<file path="src/rtl/dbi_pkg.sv">
package dbi_pkg;

    localparam int DEF_LANE_W = 16;
    localparam int DEF_LANES  = 4;
    localparam int DEF_BEATS  = 4;

    // population count over a zero-extended vector of up to 64 bits
    function automatic logic [6:0] ones64(input logic [63:0] v);
        logic [6:0] n;
        n = '0;
        for (int i = 0; i < 64; i++) begin
            n = n + 7'(v[i]);
        end
        return n;
    endfunction

endpackage

</file>
<file path="src/rtl/dbi_lane_enc.sv">
module dbi_lane_enc #(
    parameter int LANE_W = dbi_pkg::DEF_LANE_W
) (
    input  logic [LANE_W-1:0] data_i,
    input  logic [LANE_W-1:0] ref_i,
    output logic [LANE_W-1:0] wire_o,
    output logic              inv_n_o
);
    localparam int CW     = $clog2(LANE_W + 1);
    localparam int THRESH = LANE_W / 2;

    logic [LANE_W-1:0] cand;
    logic [LANE_W-1:0] diff;
    logic [CW-1:0]     cnt;
    logic              flip;

    always_comb begin
        cand = ~data_i;
        diff = cand ^ ref_i;
        cnt  = '0;
        for (int i = 0; i < LANE_W; i++) begin
            cnt = cnt + CW'(diff[i]);
        end
        flip    = (cnt > CW'(THRESH));
        wire_o  = flip ? data_i : cand;
        inv_n_o = ~flip;
    end

    // the chosen wire value never moves more than half the lane
    logic [CW-1:0] moved;
    always_comb begin
        moved = '0;
        for (int i = 0; i < LANE_W; i++) begin
            moved = moved + CW'(wire_o[i] ^ ref_i[i]);
        end
        p_lane_bound_r5: assert (moved <= CW'(THRESH) || $isunknown(data_i) || $isunknown(ref_i));
    end

endmodule

</file>
<file path="src/rtl/dbi_beat_enc.sv">
module dbi_beat_enc #(
    parameter int LANE_W = dbi_pkg::DEF_LANE_W,
    parameter int LANES  = dbi_pkg::DEF_LANES
) (
    input  logic [LANES*LANE_W-1:0] data_i,
    input  logic [LANES*LANE_W-1:0] ref_i,
    output logic [LANES*LANE_W-1:0] wire_o,
    output logic [LANES-1:0]        flag_n_o
);
    for (genvar l = 0; l < LANES; l++) begin : g_lane
        dbi_lane_enc #(.LANE_W(LANE_W)) u_lane (
            .data_i  (data_i[l*LANE_W +: LANE_W]),
            .ref_i   (ref_i[l*LANE_W +: LANE_W]),
            .wire_o  (wire_o[l*LANE_W +: LANE_W]),
            .inv_n_o (flag_n_o[l])
        );
    end

endmodule

</file>
<file path="src/rtl/dbi_lane_dec.sv">
module dbi_lane_dec #(
    parameter int LANE_W = dbi_pkg::DEF_LANE_W
) (
    input  logic [LANE_W-1:0] wire_i,
    input  logic              flag_n_i,
    output logic [LANE_W-1:0] data_o
);
    // uninverted: wire = ~data, flag 1; inverted: wire = data, flag 0
    always_comb begin
        data_o = wire_i ^ {LANE_W{flag_n_i}};
    end

endmodule

</file>
<file path="src/rtl/dbi_codec.sv">
module dbi_codec #(
    parameter int LANE_W = dbi_pkg::DEF_LANE_W,
    parameter int LANES  = dbi_pkg::DEF_LANES,
    parameter int BEATS  = dbi_pkg::DEF_BEATS
) (
    input  logic                          clk,
    input  logic                          rst,
    input  logic                          in_valid,
    output logic                          in_ready,
    input  logic [BEATS*LANES*LANE_W-1:0] in_data,
    output logic                          tx_valid,
    output logic [BEATS*LANES*LANE_W-1:0] tx_wire,
    output logic [BEATS*LANES-1:0]        tx_flag_n,
    input  logic [BEATS*LANES*LANE_W-1:0] rx_wire,
    input  logic [BEATS*LANES-1:0]        rx_flag_n,
    output logic [BEATS*LANES*LANE_W-1:0] rx_data
);
    localparam int BUS_W = LANES * LANE_W;
    localparam int TOT_W = BEATS * BUS_W;
    localparam int FLG_W = BEATS * LANES;
    localparam int LAST  = (BEATS - 1) * BUS_W;

    typedef struct packed {
        logic [TOT_W-1:0] wbits;
        logic [FLG_W-1:0] flag_n;
        logic             out_valid;
        logic             ready;
    } tx_state_t;

    localparam tx_state_t RESET_ST = '{wbits: '1, flag_n: '1, out_valid: 1'b0, ready: 1'b0};

    tx_state_t st_d, st_q;

    logic [TOT_W-1:0] enc_wire;
    logic [FLG_W-1:0] enc_flag;

    // chained encoders: beat 0 refers to the held last beat
    for (genvar b = 0; b < BEATS; b++) begin : g_beat
        logic [BUS_W-1:0] ref_b;
        if (b == 0) begin : g_first
            assign ref_b = st_q.wbits[LAST +: BUS_W];
        end else begin : g_next
            assign ref_b = enc_wire[(b-1)*BUS_W +: BUS_W];
        end
        dbi_beat_enc #(.LANE_W(LANE_W), .LANES(LANES)) u_beat (
            .data_i   (in_data[b*BUS_W +: BUS_W]),
            .ref_i    (ref_b),
            .wire_o   (enc_wire[b*BUS_W +: BUS_W]),
            .flag_n_o (enc_flag[b*LANES +: LANES])
        );
    end

    always_comb begin
        st_d           = st_q;
        st_d.out_valid = 1'b0;
        st_d.ready     = 1'b1;
        if (in_valid && st_q.ready) begin
            st_d.wbits     = enc_wire;
            st_d.flag_n    = enc_flag;
            st_d.out_valid = 1'b1;
        end
    end

    always_ff @(posedge clk) begin
        if (rst) begin
            st_q <= RESET_ST;
        end else begin
            st_q <= st_d;
        end
    end

    assign in_ready  = st_q.ready;
    assign tx_valid  = st_q.out_valid;
    assign tx_wire   = st_q.wbits;
    assign tx_flag_n = st_q.flag_n;

    // receive side
    for (genvar k = 0; k < FLG_W; k++) begin : g_dec
        dbi_lane_dec #(.LANE_W(LANE_W)) u_dec (
            .wire_i   (rx_wire[k*LANE_W +: LANE_W]),
            .flag_n_i (rx_flag_n[k]),
            .data_o   (rx_data[k*LANE_W +: LANE_W])
        );
    end

    // ---------------- assertions ----------------
    p_reset_idle_r6: assert property (@(posedge clk)
        rst |=> (tx_wire == '1 && tx_flag_n == '1 && !tx_valid && !in_ready));

    p_ready_release_r6: assert property (@(posedge clk) disable iff (rst)
        !$past(rst) |-> in_ready);

    p_hold_idle_r7: assert property (@(posedge clk) disable iff (rst)
        !(in_valid && in_ready) |=> ($stable(tx_wire) && $stable(tx_flag_n) && !tx_valid));

    p_accept_latency_r9: assert property (@(posedge clk) disable iff (rst)
        (in_valid && in_ready) |=> tx_valid);

    for (genvar b = 0; b < BEATS; b++) begin : g_chk
        for (genvar l = 0; l < LANES; l++) begin : g_ln
            if (b == 0) begin : g_edge
                p_packet_edge_r5: assert property (@(posedge clk) disable iff (rst)
                    tx_valid |-> (dbi_pkg::ones64(64'(tx_wire[l*LANE_W +: LANE_W]
                        ^ $past(tx_wire[LAST + l*LANE_W +: LANE_W]))) <= 7'(LANE_W/2)));
            end else begin : g_inner
                p_beat_step_r5: assert property (@(posedge clk) disable iff (rst)
                    tx_valid |-> (dbi_pkg::ones64(64'(tx_wire[b*BUS_W + l*LANE_W +: LANE_W]
                        ^ tx_wire[(b-1)*BUS_W + l*LANE_W +: LANE_W])) <= 7'(LANE_W/2)));
            end
        end
    end

endmodule

</file>
<file path="config.mk">
export PLATFORM = sky130hd
export DESIGN_NAME = dbi_codec
export DESIGN_NICKNAME = d
export VERILOG_FILES = /design/src/rtl/dbi_pkg.sv /design/src/rtl/dbi_lane_enc.sv /design/src/rtl/dbi_beat_enc.sv /design/src/rtl/dbi_lane_dec.sv /design/src/rtl/dbi_codec.sv
export SDC_FILE = /design/constraint.sdc
export NUM_CORES = 1
export LEC_CHECK = 0
export ABC_CLOCK_PERIOD_IN_PS = 20800
export BUFFER_PORTS_ARGS = -buffer_cell sky130_fd_sc_hd__buf_2
export CAP_MARGIN = 20
export CORE_AREA = 2 2 417 419
export CTS_CLUSTER_DIAMETER = 60
export DETAILED_ROUTE_END_ITERATION = 8
export DIE_AREA = 0 0 419 421
export GPL_ROUTABILITY_DRIVEN = 1
export PLACE_DENSITY = 0.38
export SETUP_SLACK_MARGIN = 0.05
export SYNTH_ARGS = -nofsm -noshare
export SYNTH_HDL_FRONTEND = slang
export SYNTH_SLANG_ARGS = --single-unit
</file>
<file path="constraint.sdc">
create_clock -name clk -period 20.8 [get_ports clk]
set_input_delay 2.08 -clock clk [delete_from_list [all_inputs] [get_ports clk]]
set_output_delay 2.08 -clock clk [all_outputs]
set_load 0.02 [all_outputs]
</file>
; Word level (Yosys, flattened, before mapping)
; Cells that the tools add are included.
[word_totals]
output_inout_bits = 530
register_bits = 274
word_cells = 343
inputBits = 531
[op_classes]
order_cmp = 16
n_addsub = 240
mux = 18
n_reduce_logical = 1
n_bitwise = 64
[op_table]
columns = cell, count
row1 = $add A5 B1 Y5, 176
row2 = $xor A16 B16 Y16, 32
row3 = $mux W16, 16
row4 = $not A16 Y16, 16
row5 = $add A4 B1 Y5, 16
row6 = $gt A5 B4 Y1 const B, 16
row7 = $add A3 B1 Y4, 16
row8 = $add A2 B1 Y3, 16
row9 = $add A1 B1 Y2, 16
row10 = $not A1 Y1, 16
row11 = $mux W1, 2
row12 = $logic_and A1 B1 Y1, 1

; Depth between registers and ports, before layout
[logic_depth]
word_depth = 73
ltp_mapped = 68
ltp_nobuf = 61

; By module
; Synthesis repeated with hierarchy kept, for this count alone.
[hier_totals]
hier_cells = 2329
hier_area_um2 = 24184.4
[by_module_without_submodules]
columns = mod, area_each_um2, seq_area_each_um2, n_inst, cells_per_inst
row1 = dbi_codec, 10271.1, 5485.3, 1, 941
row2 = dbi_lane_enc at g_beat[0].u_beat.g_lane[0].u_lane ..., 684.4, 0.0, 8, 69
row3 = dbi_lane_dec, 171.4, 0.0, 16, 18
row4 = dbi_lane_enc at g_beat[1].u_beat.g_lane[0].u_lane ..., 683.2, 0.0, 4, 68
row5 = dbi_lane_enc at g_beat[3].u_beat.g_lane[1].u_lane ..., 753.2, 0.0, 3, 68
row6 = dbi_lane_enc at g_beat[3].u_beat.g_lane[0].u_lane, 703.2, 0.0, 1, 72

; Worst setup path after synthesis
; Ideal clock, no wire load.
[synth_timing]
path_type = input to register
start = input port in_data[32]
end = register st_q, in the netlist tx_wire[233]
setup_ns = 0.128
t_arrival_ns = 18.552
slack_ns = 2.120
path_buffers = 6
required_ns = 20.672
path_stages = 67
path_cell_list = xor2_1 fa_1 inv_1 fa_1 fa_1 inv_1 fa_1 inv_1 ha_1 inv_1 fa_1 and4bb_2 nor3_2 o211ai_4 buf_6 xor2_1 xor2_1 fa_1 [... 31 more ...] buf_6 xnor3_1 fa_1 inv_1 fa_1 fa_1 inv_1 fa_1 inv_1 ha_1 inv_1 fa_1 nor4bb_1 o31a_1 a221oi_4 buf_8 xor2_1 o21ai_1
[synth_via]
elab_chain_cells = 73
[synth_rtl]
columns = item, line
row1 = start: declaration, dbi_codec.sv:10  ; input logic [BEATS*LANES*LANE_W-1:0] in_data,
row2 = $not A16 Y16, dbi_lane_enc.sv:18  ; cand = ~data_i;
row3 = $xor A16 B16 Y16, dbi_lane_enc.sv:19  ; diff = cand ^ ref_i;
row4 = $add A1 B1 Y2, dbi_lane_enc.sv:22  ; cnt = cnt + CW'(diff[i]);
row5 = $add A2 B1 Y3, dbi_lane_enc.sv:22
row6 = $add A3 B1 Y4, dbi_lane_enc.sv:22
row7 = $add A4 B1 Y5, dbi_lane_enc.sv:22
row8 = $add A5 B1 Y5 (11 in a row), dbi_lane_enc.sv:22
row9 = $gt A5 B4 Y1, dbi_lane_enc.sv:24  ; flip = (cnt > CW'(THRESH));
row10 = [... 38 more ...], -
row11 = $add A1 B1 Y2, dbi_lane_enc.sv:22
row12 = $add A2 B1 Y3, dbi_lane_enc.sv:22
row13 = $add A3 B1 Y4, dbi_lane_enc.sv:22
row14 = $add A4 B1 Y5, dbi_lane_enc.sv:22
row15 = $add A5 B1 Y5 (10 in a row), dbi_lane_enc.sv:22
row16 = $add A5 B1 Y5 (*), dbi_lane_enc.sv:22
row17 = $gt A5 B4 Y1 (*), dbi_lane_enc.sv:24
row18 = $mux W16 (*), dbi_lane_enc.sv:25  ; wire_o = flip ? data_i : cand;
row19 = end signal: assignment, dbi_codec.sv:68  ; st_q <= st_d;
row20 = end: declaration, dbi_codec.sv:32  ; tx_state_t st_d, st_q;
; Mark *: on every way between the ends. The rest lies on a longest branch, timed or not.
; A chain may end at the register's enable or synchronous reset.

; Worst setup path in the final report
[layout_timing]
start = input port in_data[32]
end = register st_q, in the netlist tx_wire[229]
; Same word-level chain as after synthesis.

==> results.txt <==
----------------------------------------------------
[Yosys]
  Average footprint of a synthesized cell ... about 9.7 um2
  Synthesized net count ... 3316
  Library cells used by synthesis ... between 40 and 50
  Post-synthesis instance area ... approximately 0.025 mm2
  Leading area contributor after synthesis ... sky130_fd_sc_hd__dfxtp_1
  EDFF count, synth ... 0
  Most area-consuming cells after synthesis ... sky130_fd_sc_hd__dfxtp_1, sky130_fd_sc_hd__xor2_1, sky130_fd_sc_hd__fa_1
  Synth top cells by count ... sky130_fd_sc_hd__xor2_1, sky130_fd_sc_hd__dfxtp_1, sky130_fd_sc_hd__a21oi_1
  Top-area cell type share of the netlist area ... 0.223
  Proportion of synthesized chip area in sequential cells ... 0.223
  Most instantiated library cell after synthesis ... sky130_fd_sc_hd__xor2_1
  Most used DFF post-synth ... sky130_fd_sc_hd__dfxtp_1
  Count of state elements after synthesis ... 274
  Synth warn ... 0
  Gate count of the mapped netlist ... 2545
  Proportion of synthesized flip-flops having asynchronous set or reset ... 0

[Placed design]
  Buffers added on ports ... 1060
  Gpl congestion ... 0.814
  Worst setup slack before clock tree synthesis ... 0.896 ns
  Cell Count Post-Placement ... 5791
  Post-DP HPWL ... 102 mm

[Setup path]
  Endpoint kind of the worst setup timing path ... register
  Most frequent CP cell ... sky130_fd_sc_hd__fa_1
  Largest delay contributor family on the critical path ... adder cells
  Data arrival time of the worst path ... 19.79 ns
  Worst-path fanout max ... 18
  R2r setup slk ... 2.61 ns
  Start point of the critical path ... in_data[32]
  Critical path buffers and inverters ... 19
  Worst reg2reg path endpoint ... tx_wire[229]
  Reg2reg path depth ... 63
  Critical-path cell with the highest stage delay ... sky130_fd_sc_hd__o211ai_4
  Delay contributed by the slowest stage of the critical path ... 0.59 ns
  Critical path startpoint category ... input port
  Critical path start-end classification ... input port to register
  Crit path required time ... 21.27 ns
  Worst r2r src ... tx_wire[225]

[Run status]
  Status ... finished, final reports clean

[Clocking]
  Total CTS buffers ... 56
  Clock latency reported for the late side of the worst-skew pair ... 0.62 ns
  Total clock sinks ... 274
  TritonCTS clock tree ... done
  Count of instances resized after the clock tree is built ... 0
  Clock tree buffer depth ... 3
  Clock root buffer master ... sky130_fd_sc_hd__clkbuf_16
  Post-CTS Setup Repair Bufs ... 0
  Clock input transition at the sequential cells of the worst setup and hold paths ... 0.05 ns
  H-Tree Depth ... 2
  Number of hold buffers added after CTS ... 0

[Floorplanning]
  Area inside the core boundary ... approximately 0.17 mm2
  Die area ... 0.176 mm2
  Effective utilization at floorplan ... 0.143
  Die Height ... 421 um
  Placement row count ... 153
  Horizontal die dimension ... 419 um
  Number of top-level design ports ... 1061

[Drt]
  Wire length per cell ... 20.7 um
  Violation count after the first detailed-route iteration ... 1073
  Antenna-violating nets left ... 0
  DRC errors left ... 0
  Final wirelength ... 122 mm
  Iteration count of the initial detailed-routing pass ... 5
  Average via count per standard cell ... 3.74
  Vias ... 22.1k

[Global routing]
  Leftover overflow at the end of global routing ... 0
  Initial antenna violation count ... 22
  Vias in the first global route ... 22.6k
  Overall Global Routing Usage ... 0.133
  First-pass GRT wire length ... 172 mm
  Maximum number of pins on one net before global-route repair ... 79

[STA]
  Sum of negative setup slack ... 0 ns
  Final hold slack ... 0.472 ns
  Final period demand of the worst path ... approximately 19 ns
  Count of final hold-check violations ... 0
  Final-report max-slew violation count ... 0
  Setup repair after global routing missed its margin ... no
  Normalized max-slew margin ... 0.349
  Final Cycle Share ... 0.929
  Worst-case setup margin in the final layout ... 1.49 ns
  Layout Skew ... 0.0210 ns
  Measured slew at the worst slew-check pin ... approximately 1 ns
  Achievable Freq ... 51.8 MHz
  Setup-violating endpoint count in the final report ... 0

[Cells and area]
  Final cell count without fillers ... 5909
  Register cell area after layout ... ~0.0055 mm2
  Multi-input logic area ... around 0.018 mm2
  Fraction of final layout cells with drive strength greater than 1 ... 0.394
  Area growth from synthesis to final layout ... 39.0%
  Number of nets at the end of the flow ... 4295
  Number of inserted filler cells in the final layout ... 19.3k

[Min path]
  Type of the tightest min-delay check ... register to register
  Endpoint of the worst hold path ... tx_flag_n[0]
  Cell depth of the worst hold path ... 2
  Startpoint of the lowest-slack hold path ... tx_flag_n[0]

[Job]
  Max-cap violations ... 0

----------------------------------------------------
[stage by stage]
stage	utilization	area [um2]
detailed placement	0.187	32300
CTS	0.199	34200
floorplan	-	24700
finish	0.199	34300
global placement	0.187	32300
global route	0.199	34300
[cells by family after synthesis]
| group | share of synthesized area |
|---|---|
| XOR/XNOR | 0.278 |
| AND/OR/NAND/NOR | 0.0623 |
| AO/OA/AOI/OAI | 0.196 |
| flip-flops | 0.223 |
| adder cells (fa/ha/maj) | 0.171 |
| multiplexers | 0.00325 |
| buffers and inverters | 0.0673 |
[cell type report]
cell class              count  share of cell area
diodes                     13            0.000949
clock buffers              70              0.0457
clock inverters            35              0.0102
inverters                 215              0.0235
multi-input cells        1881               0.511
flip-flops and latches    274               0.160
well taps                2325              0.0849
repair buffers           1096               0.164
[worst reg2reg max path: cells and delay by family (launching register included)]
family	cells	cell delay (ns)
compound gates	8	1.76
simple gates	7	1.82
buf+inv	18	1.47
flops	1	0.52
fa+ha+maj	24	10.95
xor+xnor	6	1.55
[how the worst max path moves through the flow]
stage | slack, ns | cells past startpoint | end
finish | 1.49 | 64 | tx_wire[229]
global route | 0.52 | 61 | tx_wire[209]
detailed placement | 0.90 | 62 | tx_wire[245]
CTS | 1.46 | 64 | tx_wire[229]
floorplan | 2.12 | 67 | tx_wire[233]
global placement | 0.88 | 64 | tx_wire[234]
[cell usage in the layout (no fill, tap or decap), types with 7 or more instances in the layout]
cell type / n
sky130_fd_sc_hd__nor4b_1: 8
sky130_fd_sc_hd__clkinv_2: 9
sky130_fd_sc_hd__clkbuf_16: 58
sky130_fd_sc_hd__xnor2_1: 140
sky130_fd_sc_hd__and4b_1: 8
sky130_fd_sc_hd__xnor3_1: 64
sky130_fd_sc_hd__nand3b_1: 8
sky130_fd_sc_hd__o211ai_4: 8
sky130_fd_sc_hd__a21oi_1: 272
sky130_fd_sc_hd__nor2_1: 69
sky130_fd_sc_hd__buf_2: 1059
sky130_fd_sc_hd__ha_1: 80
sky130_fd_sc_hd__o21ai_0: 54
sky130_fd_sc_hd__fa_1: 160
sky130_fd_sc_hd__mux2i_1: 8
sky130_fd_sc_hd__inv_6: 7
sky130_fd_sc_hd__nand2_1: 132
sky130_fd_sc_hd__clkinvlp_4: 12
sky130_fd_sc_hd__a21bo_2: 124
sky130_fd_sc_hd__and4bb_1: 11
sky130_fd_sc_hd__inv_1: 214
sky130_fd_sc_hd__o211ai_2: 40
sky130_fd_sc_hd__o211ai_1: 106
sky130_fd_sc_hd__o21ai_1: 36
sky130_fd_sc_hd__diode_2: 13
sky130_fd_sc_hd__nand3_1: 8
sky130_fd_sc_hd__xor2_1: 455
sky130_fd_sc_hd__buf_4: 34
sky130_fd_sc_hd__clkbuf_8: 7
sky130_fd_sc_hd__xor2_2: 13
sky130_fd_sc_hd__dfxtp_1: 274
[flip-flops by register name (all words and copies together) (netlist names)]
| register | flops |
|---|---|
| tx_wire | 256 |
| in_ready | 1 |
| tx_valid | 1 |
| tx_flag_n | 16 |
[routing by layer]
layer	global-route usage	part of all wire	vias to the layer above
met5	0	0	-
met4	0.0273	0.021	0
met3	0.0279	0.054	123
met2	0.237	0.51	623
met1	0.164	0.42	10900
li1	-	-	10400
Power is not shown: default switching activity piles up to over one toggle a cycle in this logic, so the estimate is an artifact.
